`src/rtl/adc_frame_reader.sv`:
```
module adc_frame_reader #(
  parameter int WORD_W     = 16,
  parameter int DIV        = 2,
  parameter int CS_SETUP   = 3,
  parameter int FS_WIDTH   = 2,
  parameter int HOLD       = 2,
  parameter int GUARD      = 4,
  parameter int ABORT_RISE = 9,
  parameter int CNT_W      = 8
) (
  input  logic              clk,
  input  logic              rst_n,
  input  logic              dsp_mode,
  input  logic              start,
  input  logic              abort_req,
  input  logic              adc_busy,
  input  logic              adc_sdo,
  output logic              adc_sclk,
  output logic              adc_cs_n,
  output logic              adc_fs,
  output logic [WORD_W-1:0] sample,
  output logic              sample_valid,
  output logic              abort_done
);
  localparam int BW = $clog2(WORD_W + 1);

  typedef enum logic [2:0] {S_IDLE, S_PRE, S_FSY, S_SHIFT, S_HOLD, S_ABRT} st_t;

  st_t               st;
  logic [CNT_W-1:0]  cnt, gap;
  logic [BW-1:0]     nrise, nfall;
  logic [WORD_W-1:0] shreg;
  logic              mode;

  wire ready      = (gap == CNT_W'(GUARD)) && !adc_busy;
  wire tick       = cnt == CNT_W'(DIV - 1);
  wire frame_done = (st == S_HOLD) && (cnt == CNT_W'(HOLD - 1));
  wire abort_ok   = (st == S_SHIFT) && abort_req && (nrise >= BW'(ABORT_RISE));

  always_ff @(posedge clk) begin
    if (!rst_n)                  gap <= CNT_W'(GUARD);
    else if (frame_done || adc_busy) gap <= '0;
    else if (gap != CNT_W'(GUARD)) gap <= gap + 1'b1;
  end

  always_ff @(posedge clk) begin
    if (!rst_n) begin
      st <= S_IDLE; cnt <= '0; mode <= 1'b0;
      nrise <= '0; nfall <= '0; shreg <= '0;
      adc_cs_n <= 1'b1; adc_fs <= 1'b0; adc_sclk <= 1'b0;
      sample <= '0; sample_valid <= 1'b0; abort_done <= 1'b0;
    end else begin
      sample_valid <= 1'b0;
      abort_done   <= 1'b0;
      case (st)
        S_IDLE: if (start && ready) begin
          adc_cs_n <= 1'b0; cnt <= '0; nrise <= '0; nfall <= '0;
          mode <= dsp_mode;
          st <= dsp_mode ? S_PRE : S_SHIFT;
        end
        S_PRE: if (cnt == CNT_W'(CS_SETUP - 1)) begin
          cnt <= '0; adc_fs <= 1'b1; st <= S_FSY;
        end else cnt <= cnt + 1'b1;
        S_FSY: if (cnt == CNT_W'(FS_WIDTH - 1)) begin
          cnt <= '0; adc_fs <= 1'b0; st <= S_SHIFT;
        end else cnt <= cnt + 1'b1;
        S_SHIFT: if (abort_ok) begin
          st <= S_ABRT; shreg <= '0; abort_done <= 1'b1; adc_sclk <= 1'b0;
          if (mode) adc_fs <= 1'b1;
          else      adc_cs_n <= 1'b1;
        end else if (tick) begin
          cnt <= '0;
          adc_sclk <= !adc_sclk;
          if (adc_sclk) begin
            shreg <= {shreg[WORD_W-2:0], adc_sdo};
            nfall <= nfall + 1'b1;
            if (nfall == BW'(WORD_W - 1)) st <= S_HOLD;
          end else nrise <= nrise + 1'b1;
        end else cnt <= cnt + 1'b1;
        S_HOLD: if (frame_done) begin
          adc_cs_n <= 1'b1; sample <= shreg; sample_valid <= 1'b1; st <= S_IDLE;
        end else cnt <= cnt + 1'b1;
        S_ABRT: begin
          adc_cs_n <= 1'b1; adc_fs <= 1'b0; st <= S_IDLE;
        end
        default: st <= S_IDLE;
      endcase
    end
  end

  a_r4_sclk_inside_frame: assert property (@(posedge clk) disable iff (!rst_n)
    adc_sclk |-> !adc_cs_n);
  a_r3_fs_inside_select: assert property (@(posedge clk) disable iff (!rst_n)
    adc_fs |-> !adc_cs_n);
  a_r5_valid_single: assert property (@(posedge clk) disable iff (!rst_n)
    sample_valid |=> !sample_valid);
  a_r5_valid_at_release: assert property (@(posedge clk) disable iff (!rst_n)
    sample_valid |-> $rose(adc_cs_n));
  a_r6_no_open_while_busy: assert property (@(posedge clk) disable iff (!rst_n)
    $fell(adc_cs_n) |-> !$past(adc_busy));
  a_r7_abort_no_sample: assert property (@(posedge clk) disable iff (!rst_n)
    abort_done |-> !sample_valid && $stable(sample));
  a_r7_abort_releases: assert property (@(posedge clk) disable iff (!rst_n)
    abort_done |=> adc_cs_n && !adc_fs && !abort_done);
endmodule

```
`config.mk`:
```
export PLATFORM = sky130hd
export DESIGN_NAME = adc_frame_reader
export DESIGN_NICKNAME = d
export VERILOG_FILES = /design/src/rtl/adc_frame_reader.sv
export SDC_FILE = /design/constraint.sdc
export NUM_CORES = 1
export LEC_CHECK = 0
export ABC_AREA = 0
export BUFFER_PORTS_ARGS = -buffer_cell sky130_fd_sc_hd__buf_2
export CAP_MARGIN = 20
export CELL_PAD_IN_SITES_DETAIL_PLACEMENT = 1
export CELL_PAD_IN_SITES_GLOBAL_PLACEMENT = 1
export CORE_MARGIN = 2
export CORE_UTILIZATION = 25
export CTS_CLUSTER_DIAMETER = 100
export CTS_CLUSTER_SIZE = 20
export DETAILED_ROUTE_END_ITERATION = 10
export GPL_ROUTABILITY_DRIVEN = 0
export PLACE_DENSITY_LB_ADDON = 0.1
export SYNTH_ARGS = -nofsm -noshare
export SYNTH_HDL_FRONTEND = slang
export SYNTH_SLANG_ARGS = --single-unit
```
`constraint.sdc`:
```
create_clock -name clk -period 2.5 [get_ports clk]
set_input_delay 0.25 -clock clk [delete_from_list [all_inputs] [get_ports clk]]
set_output_delay 0.25 -clock clk [all_outputs]
set_load 0.02 [all_outputs]
```
==> results.txt, run 1 <==
----------------------------------------------------
[Die]
  Die Footprint ... approximately 0.013 mm²
  Placeable core region ... 0.0114 mm²
  Die Y-Extent ... 112 µm
  Die width ... approximately 110 µm
  FP Rows ... 39
  Initial cell density of the core ... between 20% and 30%
  IO Pins ... 28

[Synthesis]
  Number of distinct standard cells referenced by the synthesized netlist ... 52
  Leading post-synthesis cells by cell area ... sky130_fd_sc_hd__dfxtp_1 (46%), sky130_fd_sc_hd__a22o_1 (9.6%), sky130_fd_sc_hd__ha_1 (3.9%)
  Area share of the largest cell type after synthesis ... a little under half
  Top flip-flop cell by instance count after synthesis ... sky130_fd_sc_hd__dfxtp_1
  Cell type contributing the most total cell area after synthesis ... sky130_fd_sc_hd__dfxtp_1
  Share of flip-flops with an asynchronous set or reset ... 0%
  Number of warnings reported in the yosys synthesis log ... 0
  Avg Synthesized Cell Area ... between 9 and 10 µm²
  Netlist Area Pre-Place ... about 0.0029 mm²
  Post-Syn Nets ... 327
  Count of flip-flops with a built-in enable after synthesis ... 0
  Number of register bits inferred by synthesis ... 67
  Sequential fraction of the synthesis area ... ~46%
  Post-Synthesis Cells ... slightly above 300

[Timing]
  Highest clock frequency the design can meet ... around 420 MHz
  Post-route clock period utilization ... between 90% and 100%
  RSZ-0062 raised after global routing ... false
  Hold Fails Final Rpt ... 0
  Total Neg Setup Slack ... 0 ps
  Transition time at the pin with the least slew margin ... ~460 ps
  Final setup violation count ... 0
  Max-slew violation count ... 0
  Largest clock skew in the final design ... between 5 and 6 ps
  Max_slew headroom ... 69.2%
  Post-layout minimum cycle time ... approximately 2400 ps

[Global route]
  Antenna violations before repair ... 0
  First-pass GRT wire length ... around 13000 µm
  Via count of the first global-routing pass ... about 2500
  Met2 track demand over resource in global routing ... 20.8%
  Global routing usage summed across all routing layers ... 13.1%
  Maximum number of pins on one net before global-route repair ... 19
  Peak-usage layer in the global routing report ... met2
  Met1 usage ... about 17%
  Grt met3 use ... 4.08%
  Total overflow reported by the global router ... 0

[Clocking]
  Num CTS Buffers ... 9
  CTS max path bufs ... 2
  Clock insertion delay at the later pin of the skew report ... around 340 ps
  Reg clk slew, reported paths ... ~60 ps
  Buffers inserted by post-CTS timing repair ... 0
  Buffer type at the clock tree root ... sky130_fd_sc_hd__clkbuf_16
  Clock tree sinks ... 67
  H-Tree Level Count ... 3
  Number of gates resized after cts ... 0
  CTS tree ... done
  Post-CTS Hold Fix Bufs ... 0

[Drt]
  Post-detailed-route count of antenna-violating nets ... 0
  Starting DRT DRC Count ... 95
  Wire length per cell ... between 15 and 20 µm
  Detailed-routing iteration count for the pre-antenna-repair pass ... 4
  Total DRC errors in the routed layout ... 0
  Via density per instance ... ~5.0
  Total Routed Length ... 7680 µm
  Total via count after detailed routing ... ~2500

[Placement]
  Port bufs ... 27
  Half-perimeter wire length after placement ... between 5000 and 6000 µm
  Number of instances in the placed design ... roughly 500

[Finish]
  Most frequent standard cell in the layout excluding fill and tap cells ... sky130_fd_sc_hd__dfxtp_1
  Relative area change from synthesis to final layout ... 26.1%
  Diodes inserted ... 0
  Count of placed standard cells in the final layout, fillers left out ... ~500
  Total area of multi-input combinational cells ... 0.00149 mm²
  Nets@finish ... 372
  Leading cell types in the layout, fill and taps excluded ... sky130_fd_sc_hd__dfxtp_1 (67), sky130_fd_sc_hd__a22o_1 (32), sky130_fd_sc_hd__buf_2 (27)
  Share of final-layout standard cells stronger than drive strength 1 ... around 22%
  FILL cells ... about 1300
  Seq. cell area ... 0.00134 mm²

[Worst setup path]
  Required @ worst endpoint ... 2770 ps
  Sort of element at the start of the critical path ... register
  Largest fanout of any net on the critical path ... 5
  Sort of element at the end of the critical path ... register
  Crit path largest cell delay ... ~550 ps
  Critical Path AT ... ~2700 ps
  Worst Setup Path Type ... register to register
  Bufs and invs on worst path ... 1
  Critical path, cell by cell ... inv_1 > ha_1 > or4b_4 > o31a_1 > or4_4 > or3_1 > a21oi_1
  Cell with the largest stage delay on the worst path ... sky130_fd_sc_hd__or4_4
  Cell type group with the largest total delay on the critical path ... simple AND/OR/NAND/NOR gates

[Outcome]
  Status ... complete, no violations

[Pwr]
  Power density normalized to cell area ... just over 900 mW/mm²
  Maximum resistive drop on vdd ... ~0.44 mV
  Static Leak ... about 0.0015 µW

[Hold path]
  Type of the most critical hold path ... input port to register

[Flow run]
  # Max-Cap Violations ... 0

----------------------------------------------------
path summary, 6_finish.rpt:
check	startpoint	endpoint	slack (ps)	depth (start not counted)
worst max-delay path	gap[1]$_SDFFE_PP0P_	nfall[3]$_SDFFE_PN0P_	120	7
worst min-delay path	adc_busy	gap[0]$_SDFFE_PP0P_	140	2
worst max register to register	gap[1]$_SDFFE_PP0P_	nfall[3]$_SDFFE_PN0P_	120	7
worst min register to register	sample[11]$_SDFFE_PN0P_	sample[11]$_SDFFE_PN0P_	470	1
sequential cells by signal, indices dropped and copies added, names as in the netlist, 3 cells and up:
signal	count
cnt	8
gap	8
nfall	5
nrise	5
sample	16
shreg	16
st	3
layout make-up:
class | instances | share of cell area [%]
flip-flops and latches | 67 | 36.5
repair buffers | 50 | 8.55
clock buffers | 9 | 6.13
well taps | 143 | 4.87
clock inverters | 7 | 2.32
inverters | 10 | 1.02
multi-input cells | 218 | 40.6
power breakdown:
part           total, µW  leakage [µW]  internal (µW)  switching (µW)
Sequential          1170      0.000541           1120            51.3
Clock               1320      0.000152            789             529
Combinational        835      0.000766            346             490
cell families (layout without fill, tap and decap cells):
kind of cell,after synthesis,in the layout,share of synthesized area [%]
flops,67,67,46.1
simple gates,108,108,20.1
mux,1,1,0.344
xor+xnor,8,8,2.41
buf+inv,26,76,3.70
fa+ha+maj,9,9,3.87
compound gates,92,92,23.5
cells in the mapped netlist, drive strengths merged (8+ instances only):
cell     n
a22o    32
a21oi   16
dfxtp   67
clkbuf  13
nand2   21
or3      8
inv     10
nor2    19
and3    11
o21ai   13
nand3   18
ha       9
metrics by stage:
stage | utilization, % | hold slack [ps] | setup slack [ps] | power [µW] | area (µm²)
2_1_floorplan | - | 327 | 183 | 1720 | 2910
3_3_place_gp | 29.3 | 459 | 110 | 2030 | 3330
3_5_place_dp | 29.3 | 464 | 46.7 | 2030 | 3330
4_1_cts | 32.0 | 126 | 30.2 | 3370 | 3640
5_1_grt | 32.3 | 134 | 6.33 | 3510 | 3670
6_report | 32.3 | 139 | 116 | 3330 | 3670
per-layer routing:
layer	vias to the layer above	part of all wire, %	wire length [µm]
met3	8	3.1	238
met4	0	1.3	99
met5	-	0	0
li1	1262	-	-
met2	23	45	3480
met1	1213	50	3860
Note: power is estimated with default switching activity, not from simulation.
==> run 2: changes to the inputs <==
--- a/config.mk
+++ b/config.mk
@@ -10,6 +10,7 @@
 export CAP_MARGIN = 20
 export CELL_PAD_IN_SITES_DETAIL_PLACEMENT = 1
 export CELL_PAD_IN_SITES_GLOBAL_PLACEMENT = 1
+export CORE_ASPECT_RATIO = 0.7
 export CORE_MARGIN = 2
 export CORE_UTILIZATION = 25
 export CTS_CLUSTER_DIAMETER = 100
==> run 2 against run 1 <==
Total power rose by 2.1%. Cell count rose by 2.2%. Combinational power rose by 1%. Flip-flop and latch count did not move. Sequential share of layout area fell by 0.24 points. Global-route usage rose by 0.15 points. Core utilization rose by 0.79 points. Sequential power barely moved. Largest cell class unchanged. Critical endpoint unchanged. Critical path depth did not move. Non-clock buffer count rose by 1. Die area rose by 0.11%. Clock power rose by 4%.
==> results.txt, run 2 (synthesized netlist as in run 1, its figures left out) <==
----------------------------------------------------
[Outcome]
  Status ... complete, no violations

[Finish]
  Count of placed standard cells in the final layout, fillers left out ... 515 (+2.2%)
  Diodes inserted ... 0 (unchanged)
  FILL cells ... 1278 (-2.1%)
  Share of final-layout standard cells stronger than drive strength 1 ... 22.1% (-0.34 points)
  Post-route design area ... 0.00369 mm² (+0.65%)
  Nets@finish ... 373 (+0.27%)
  Relative area change from synthesis to final layout ... 27.0%
  Most frequent standard cell in the layout excluding fill and tap cells ... sky130_fd_sc_hd__dfxtp_1
  Seq. cell area ... 0.00134 mm² (unchanged)
  Leading cell types in the layout, fill and taps excluded ... sky130_fd_sc_hd__dfxtp_1 (67), sky130_fd_sc_hd__a22o_1 (32), sky130_fd_sc_hd__buf_2 (27)
  Total area of multi-input combinational cells ... 0.00149 mm² (-0.25%)
  Largest registers ... sample: 16 flops, shreg: 16 flops

[Timing]
  Setup WS post-layout ... 130 ps (+13.9 ps)
  Highest clock frequency the design can meet ... 422 MHz (+0.59%)
  Final setup violation count ... 0 (unchanged)
  Post-route clock period utilization ... 94.8% (-0.56 points)
  Max_slew headroom ... 57.2% (-12 points)
  Max-slew violation count ... 0 (unchanged)
  Transition time at the pin with the least slew margin ... 640 ps (+183 ps)
  Post-layout minimum cycle time ... 2370 ps (-13.9 ps)
  Total Neg Setup Slack ... 0 ps (unchanged)
  RSZ-0062 raised after global routing ... false
  Largest clock skew in the final design ... 6.27 ps (+0.454 ps)
  Hold Fails Final Rpt ... 0 (unchanged)

[Clocking]
  Clock insertion delay at the later pin of the skew report ... 330 ps (about the same)
  Buffer type at the clock tree root ... sky130_fd_sc_hd__clkbuf_16
  Num CTS Buffers ... 9 (unchanged)
  Clock tree sinks ... 67 (unchanged)
  CTS tree ... done
  Buffers inserted by post-CTS timing repair ... 0 (unchanged)
  Reg clk slew, reported paths ... 60 ps (about the same)
  Number of gates resized after cts ... 0 (unchanged)
  CTS max path bufs ... 2 (unchanged)
  H-Tree Level Count ... 3 (unchanged)
  Post-CTS Hold Fix Bufs ... 0 (unchanged)

[Worst setup path]
  Required @ worst endpoint ... 2760 ps (about the same)
  Largest fanout of any net on the critical path ... 5 (unchanged)
  Path depth of the worst reg2reg path ... 7 (unchanged)
  Startpoint of the worst-slack reg-to-reg timing path ... gap[1]$_SDFFE_PP0P_
  Sort of element at the start of the critical path ... register
  Terminus of the critical flop-to-flop path ... nfall[3]$_SDFFE_PN0P_
  Critical Path AT ... 2630 ps (-20 ps)
  Sort of element at the end of the critical path ... register
  Worst Setup Path Type ... register to register
  Register-to-Register Setup Slack ... 130 ps (about the same)

[Hold path]
  Type of the most critical hold path ... input port to register
  Min-delay src ... adc_sdo
  Hold Crit Endpoint ... shreg[0]$_SDFFE_PN0P_
  Hold-critical path depth ... 2 (unchanged)

[Placement]
  Half-perimeter wire length after placement ... 5680 µm (+4.0%)
  Placed Instance Area ... 0.00336 mm² (+0.83%)
  Port bufs ... 27 (unchanged)
  Worst Setup Slack post-DPL ... 60.8 ps (+14.1 ps)
  Number of instances in the placed design ... 499 (+2.5%)

[Die]
  FP Rows ... 32 (-18%)
  Die width ... 133 µm (+19%)
  Die Y-Extent ... 94.3 µm (-16%)
  Placeable core region ... 0.0112 mm² (-1.8%)
  Die Footprint ... 0.0125 mm² (+0.11%)
  IO Pins ... 28 (unchanged)
  Initial cell density of the core ... 26.1% (+0.46 points)

[Drt]
  Via density per instance ... 4.83 (-2.9%)
  Total via count after detailed routing ... 2486 (-0.80%)
  Detailed-routing iteration count for the pre-antenna-repair pass ... 4 (unchanged)
  Post-detailed-route count of antenna-violating nets ... 0 (unchanged)
  Starting DRT DRC Count ... 132 (+39%)
  Total Routed Length ... 7870 µm (+2.4%)
  Wire length per cell ... 15.3 µm (+0.26%)
  Total DRC errors in the routed layout ... 0 (unchanged)

[Global route]
  Maximum number of pins on one net before global-route repair ... 18 (-1)
  Antenna violations before repair ... 0 (unchanged)
  Total overflow reported by the global router ... 0 (unchanged)
  First-pass GRT wire length ... 12800 µm (-0.80%)
  Via count of the first global-routing pass ... 2435 (-3.6%)
  Global routing usage summed across all routing layers ... 13.2% (+0.15 points)

[Flow run]
  # Max-Cap Violations ... 0 (unchanged)

[Pwr]
  Static Leak ... 0.00147 µW (+0.91%)
  Power density normalized to cell area ... 919 mW/mm² (+1.4%)
  Maximum resistive drop on vdd ... 0.385 mV (-11%)

----------------------------------------------------
==> run 2: changes by cell type in the layout (fill, tap and decap cells not counted), sizes merged <==
| cell | change |
|---|---|
| buf | +2 |
| bufinv | +1 |
| clkbuf | -1 |
| clkinv | -2 |
| clkinvlp | +1 |
==> run 2: worst max path at each step <==
| stage | depth (start not counted) | start | end | slack, ps |
|---|---|---|---|---|
| floorplan | 7 | gap[0]$_SDFFE_PP0P_ | nfall[3]$_SDFFE_PN0P_ | 180 |
| global placement | 7 | gap[1]$_SDFFE_PP0P_ | nfall[2]$_SDFFE_PN0P_ | 120 |
| CTS | 7 | gap[1]$_SDFFE_PP0P_ | nfall[2]$_SDFFE_PN0P_ | 50 |
| detailed placement | 7 | gap[1]$_SDFFE_PP0P_ | nfall[3]$_SDFFE_PN0P_ | 60 |
| finish | 7 | gap[1]$_SDFFE_PP0P_ | nfall[3]$_SDFFE_PN0P_ | 130 |
| global route | 7 | gap[1]$_SDFFE_PP0P_ | nfall[2]$_SDFFE_PN0P_ | 10 |
==> run 2: final cells by class <==
| type | count | share of cell area (%) |
|---|---|---|
| multi-input combinational | 218 | 40.2 |
| sequential | 67 | 36.3 |
| timing repair buffer | 51 | 8.53 |
| clock buffer | 9 | 6.10 |
| tap | 153 | 5.18 |
| clock inverter | 7 | 2.68 |
| inverter | 10 | 1.02 |
==> run 2: critical path, cell delays in order, from the launching register on <==
cell and delay (ps):
sky130_fd_sc_hd__dfxtp_1 330, sky130_fd_sc_hd__inv_1 70, sky130_fd_sc_hd__ha_1 130, sky130_fd_sc_hd__or4b_4 480
sky130_fd_sc_hd__o31a_1 290, sky130_fd_sc_hd__or4_4 550, sky130_fd_sc_hd__or3_1 320, sky130_fd_sc_hd__a21oi_1 140
==> run 2: metrics by stage <==
stage	power, µW	util, %	hold slack, ps
2_1_floorplan	1720	-	327
3_3_place_gp	2040	30.1	456
3_5_place_dp	2050	30.1	464
4_1_cts	3450	33.0	129
5_1_grt	3600	33.1	139
6_report	3390	33.1	143
==> run 2: power by group <==
| part | internal (µW) | leakage (µW) | switching, µW | total (µW) |
|---|---|---|---|---|
| Clock | 879 | 0.000156 | 491 | 1370 |
| Combinational | 351 | 0.000775 | 494 | 845 |
| Sequential | 1120 | 0.000541 | 59.3 | 1180 |
==> run 2: layer usage <==
layer | wire length, µm | share of wire [%] | up-vias | track usage (%)
li1 | - | - | 1258 | -
met1 | 4480 | 57 | 1190 | 19.2
met2 | 3030 | 38 | 30 | 18.4
met3 | 273 | 3.5 | 8 | 4.21
met4 | 89 | 1.1 | 0 | 4.03
met5 | 0 | 0 | - | 0
==> run 3: changes to the inputs <==
--- a/config.mk
+++ b/config.mk
@@ -8,8 +8,6 @@
 export ABC_AREA = 0
 export BUFFER_PORTS_ARGS = -buffer_cell sky130_fd_sc_hd__buf_2
 export CAP_MARGIN = 20
-export CELL_PAD_IN_SITES_DETAIL_PLACEMENT = 1
-export CELL_PAD_IN_SITES_GLOBAL_PLACEMENT = 1
 export CORE_ASPECT_RATIO = 0.7
 export CORE_MARGIN = 2
 export CORE_UTILIZATION = 25
@@ -17,7 +15,6 @@
 export CTS_CLUSTER_SIZE = 20
 export DETAILED_ROUTE_END_ITERATION = 10
 export GPL_ROUTABILITY_DRIVEN = 0
-export PLACE_DENSITY_LB_ADDON = 0.1
 export SYNTH_ARGS = -nofsm -noshare
 export SYNTH_HDL_FRONTEND = slang
 export SYNTH_SLANG_ARGS = --single-unit
==> run 3 against run 2 <==
Sequential share of layout area increased by 1.1 points. Cell area decreased by 2.8%. Worst setup slack got worse by 34 ps. Register-to-register slack got worse by 30 ps. Clock skew increased by 1.8 ps. Combinational power fell by 8.0%.
==> results.txt, run 3 (synthesized netlist as in run 1, its figures left out) <==
----------------------------------------------------
[Finish]
  Most frequent standard cell in the layout excluding fill and tap cells ... sky130_fd_sc_hd__dfxtp_1
  FILL cells ... 1148 (-10%)
  Total area of multi-input combinational cells ... 0.00147 mm² (-0.76%)
  Count of placed standard cells in the final layout, fillers left out ... 505 (-1.9%)
  Largest registers ... sample: 16 flops, shreg: 16 flops
  Seq. cell area ... 0.00134 mm² (about the same)
  Diodes inserted ... 0 (unchanged)
  Post-route design area ... 0.00359 mm² (-2.8%)
  Nets@finish ... 363 (-2.7%)
  Share of final-layout standard cells stronger than drive strength 1 ... 20.2% (-1.9 points)
  Leading cell types in the layout, fill and taps excluded ... sky130_fd_sc_hd__dfxtp_1 (66), sky130_fd_sc_hd__a22o_1 (32), sky130_fd_sc_hd__buf_2 (27)
  Relative area change from synthesis to final layout ... 23.4%

[Clocking]
  CTS max path bufs ... 2 (unchanged)
  Clock insertion delay at the later pin of the skew report ... 340 ps (about the same)
  H-Tree Level Count ... 3 (unchanged)
  Num CTS Buffers ... 9 (unchanged)
  Post-CTS Hold Fix Bufs ... 0 (unchanged)
  Clock tree sinks ... 67 (unchanged)
  Buffer type at the clock tree root ... sky130_fd_sc_hd__clkbuf_16
  CTS tree ... done
  Reg clk slew, reported paths ... 60 ps (about the same)

[Die]
  FP Rows ... 32 (unchanged)
  Die Y-Extent ... 94.3 µm (unchanged)
  Placeable core region ... 0.0112 mm² (unchanged)
  Die Footprint ... 0.0125 mm² (unchanged)
  Die width ... 133 µm (unchanged)
  Initial cell density of the core ... 26.1% (unchanged)
  IO Pins ... 28 (unchanged)

[Placement]
  Worst Setup Slack post-DPL ... 47.2 ps (-13.6 ps)
  Half-perimeter wire length after placement ... 4860 µm (-14%)
  Number of instances in the placed design ... 489 (-2.0%)
  Port bufs ... 27 (unchanged)
  Placed Instance Area ... 0.00328 mm² (-2.4%)

[Drt]
  Total DRC errors in the routed layout ... 0 (unchanged)
  Total Routed Length ... 6900 µm (-12%)
  Starting DRT DRC Count ... 260 (+97%)
  Detailed-routing iteration count for the pre-antenna-repair pass ... 6 (+2)
  Via density per instance ... 4.93 (+2.2%)
  Wire length per cell ... 13.7 µm (-11%)
  Total via count after detailed routing ... 2491 (+0.20%)
  Post-detailed-route count of antenna-violating nets ... 0 (unchanged)

[Worst setup path]
  Cell with the largest stage delay on the worst path ... sky130_fd_sc_hd__or4_4
  Worst Setup Path Type ... register to register
  Critical path, cell by cell ... inv_1 > ha_1 > or4b_4 > o31a_1 > or4_4 > or3_1 > a21oi_1
  Required @ worst endpoint ... 2760 ps (about the same)
  Sort of element at the end of the critical path ... register
  Largest fanout of any net on the critical path ... 5 (unchanged)
  Critical Path AT ... 2660 ps (+30 ps)
  Sort of element at the start of the critical path ... register
  Crit path largest cell delay ... 540 ps (about the same)

[Global route]
  First-pass GRT wire length ... 11400 µm (-11%)
  Antenna violations before repair ... 0 (unchanged)
  Global routing usage summed across all routing layers ... 11.6% (-1.6 points)
  Total overflow reported by the global router ... 0 (unchanged)
  Maximum number of pins on one net before global-route repair ... 24 (+6)
  Via count of the first global-routing pass ... 2331 (-4.3%)

[Timing]
  Post-route clock period utilization ... 96.2% (+1.4 points)
  Highest clock frequency the design can meet ... 416 MHz (-1.4%)
  Largest clock skew in the final design ... 8.12 ps (+1.85 ps)
  RSZ-0062 raised after global routing ... true
  Transition time at the pin with the least slew margin ... 676 ps (+36.2 ps)
  Post-layout minimum cycle time ... 2400 ps (+34.1 ps)
  Max-slew violation count ... 0 (unchanged)
  Setup WS post-layout ... 95.7 ps (-34.1 ps)
  Hold Fails Final Rpt ... 0 (unchanged)
  Max_slew headroom ... 54.9% (-2.3 points)
  Final setup violation count ... 0 (unchanged)

[Outcome]
  Status ... complete, no violations

[Pwr]
  Static Leak ... 0.00141 µW (-4.5%)
  Maximum resistive drop on vdd ... 0.486 mV (+26%)
  Total Power ... 3240 µW (-4.4%)
  Power density normalized to cell area ... 903 mW/mm² (-1.7%)

[Hold path]
  Type of the most critical hold path ... input port to register

[Flow run]
  # Max-Cap Violations ... 0 (unchanged)

----------------------------------------------------
## run 3: routing by layer
metal  part of all wire [%]  global-route usage, %  vias up
li1                       -                      -     1246
met1                     53                   16.1     1153
met2                     40                   16.6       83
met3                    5.5                   3.07        9
met4                    1.7                   5.47        0
met5                      0                      0        -
## run 3: layout make-up
class / instances / share of cell area, %
Clock buffer: 9 / 6.27
Clock inverter: 7 / 2.26
Inverter: 10 / 1.04
Multi-Input combinational cell: 218 / 41.0
Sequential cell: 67 / 37.4
Tap cell: 153 / 5.33
Timing Repair Buffer: 41 / 6.69
## run 3: through the flow
step | setup TNS [ps] | utilization, % | hold slack [ps]
3_5_place_dp | 0 | 29.3 | 461
2_1_floorplan | 0 | - | 327
6_report | 0 | 32.2 | 141
5_1_grt | -4.05 | 32.2 | 148
4_1_cts | 0 | 32.1 | 141
3_3_place_gp | 0 | 29.3 | 456
## run 3: path summary, 6_finish.rpt
check / from / end / slack (ps) / cells past startpoint
setup reg to reg: gap[1]$_SDFFE_PP0P_ / nfall[2]$_SDFFE_PN0P_ / 100 / 7
setup / recovery: gap[1]$_SDFFE_PP0P_ / nfall[2]$_SDFFE_PN0P_ / 100 / 7
hold / removal: adc_busy / gap[0]$_SDFFE_PP0P_ / 140 / 2
hold reg to reg: sample[2]$_SDFFE_PN0P_ / sample[2]$_SDFFE_PN0P_ / 470 / 1
## run 3: where the power goes
part / leakage (µW) / total, µW / internal [µW] / switching (µW)
combinational: 0.000717 / 777 / 311 / 465
clock: 0.000147 / 1290 / 787 / 506
sequential: 0.000542 / 1170 / 1120 / 54.6
## run 3: what timing repair did
action / 4_1_cts / 5_1_grt
endpoints found under the hold margin: 0 / 0
endpoints found under the setup margin: 0 / 3
setup buffers: 0 / 0
gates resized for setup: 0 / 3
## run 3: critical path: cells and delay by family (launching register included)
| family | cells | cell delay (ps) |
|---|---|---|
| and+or+nand+nor | 3 | 1340 |
| AOI/OAI and AO/OA | 2 | 440 |
| DFF | 1 | 330 |
| adders and majority gates | 1 | 130 |
| buffers and inverters | 1 | 80 |
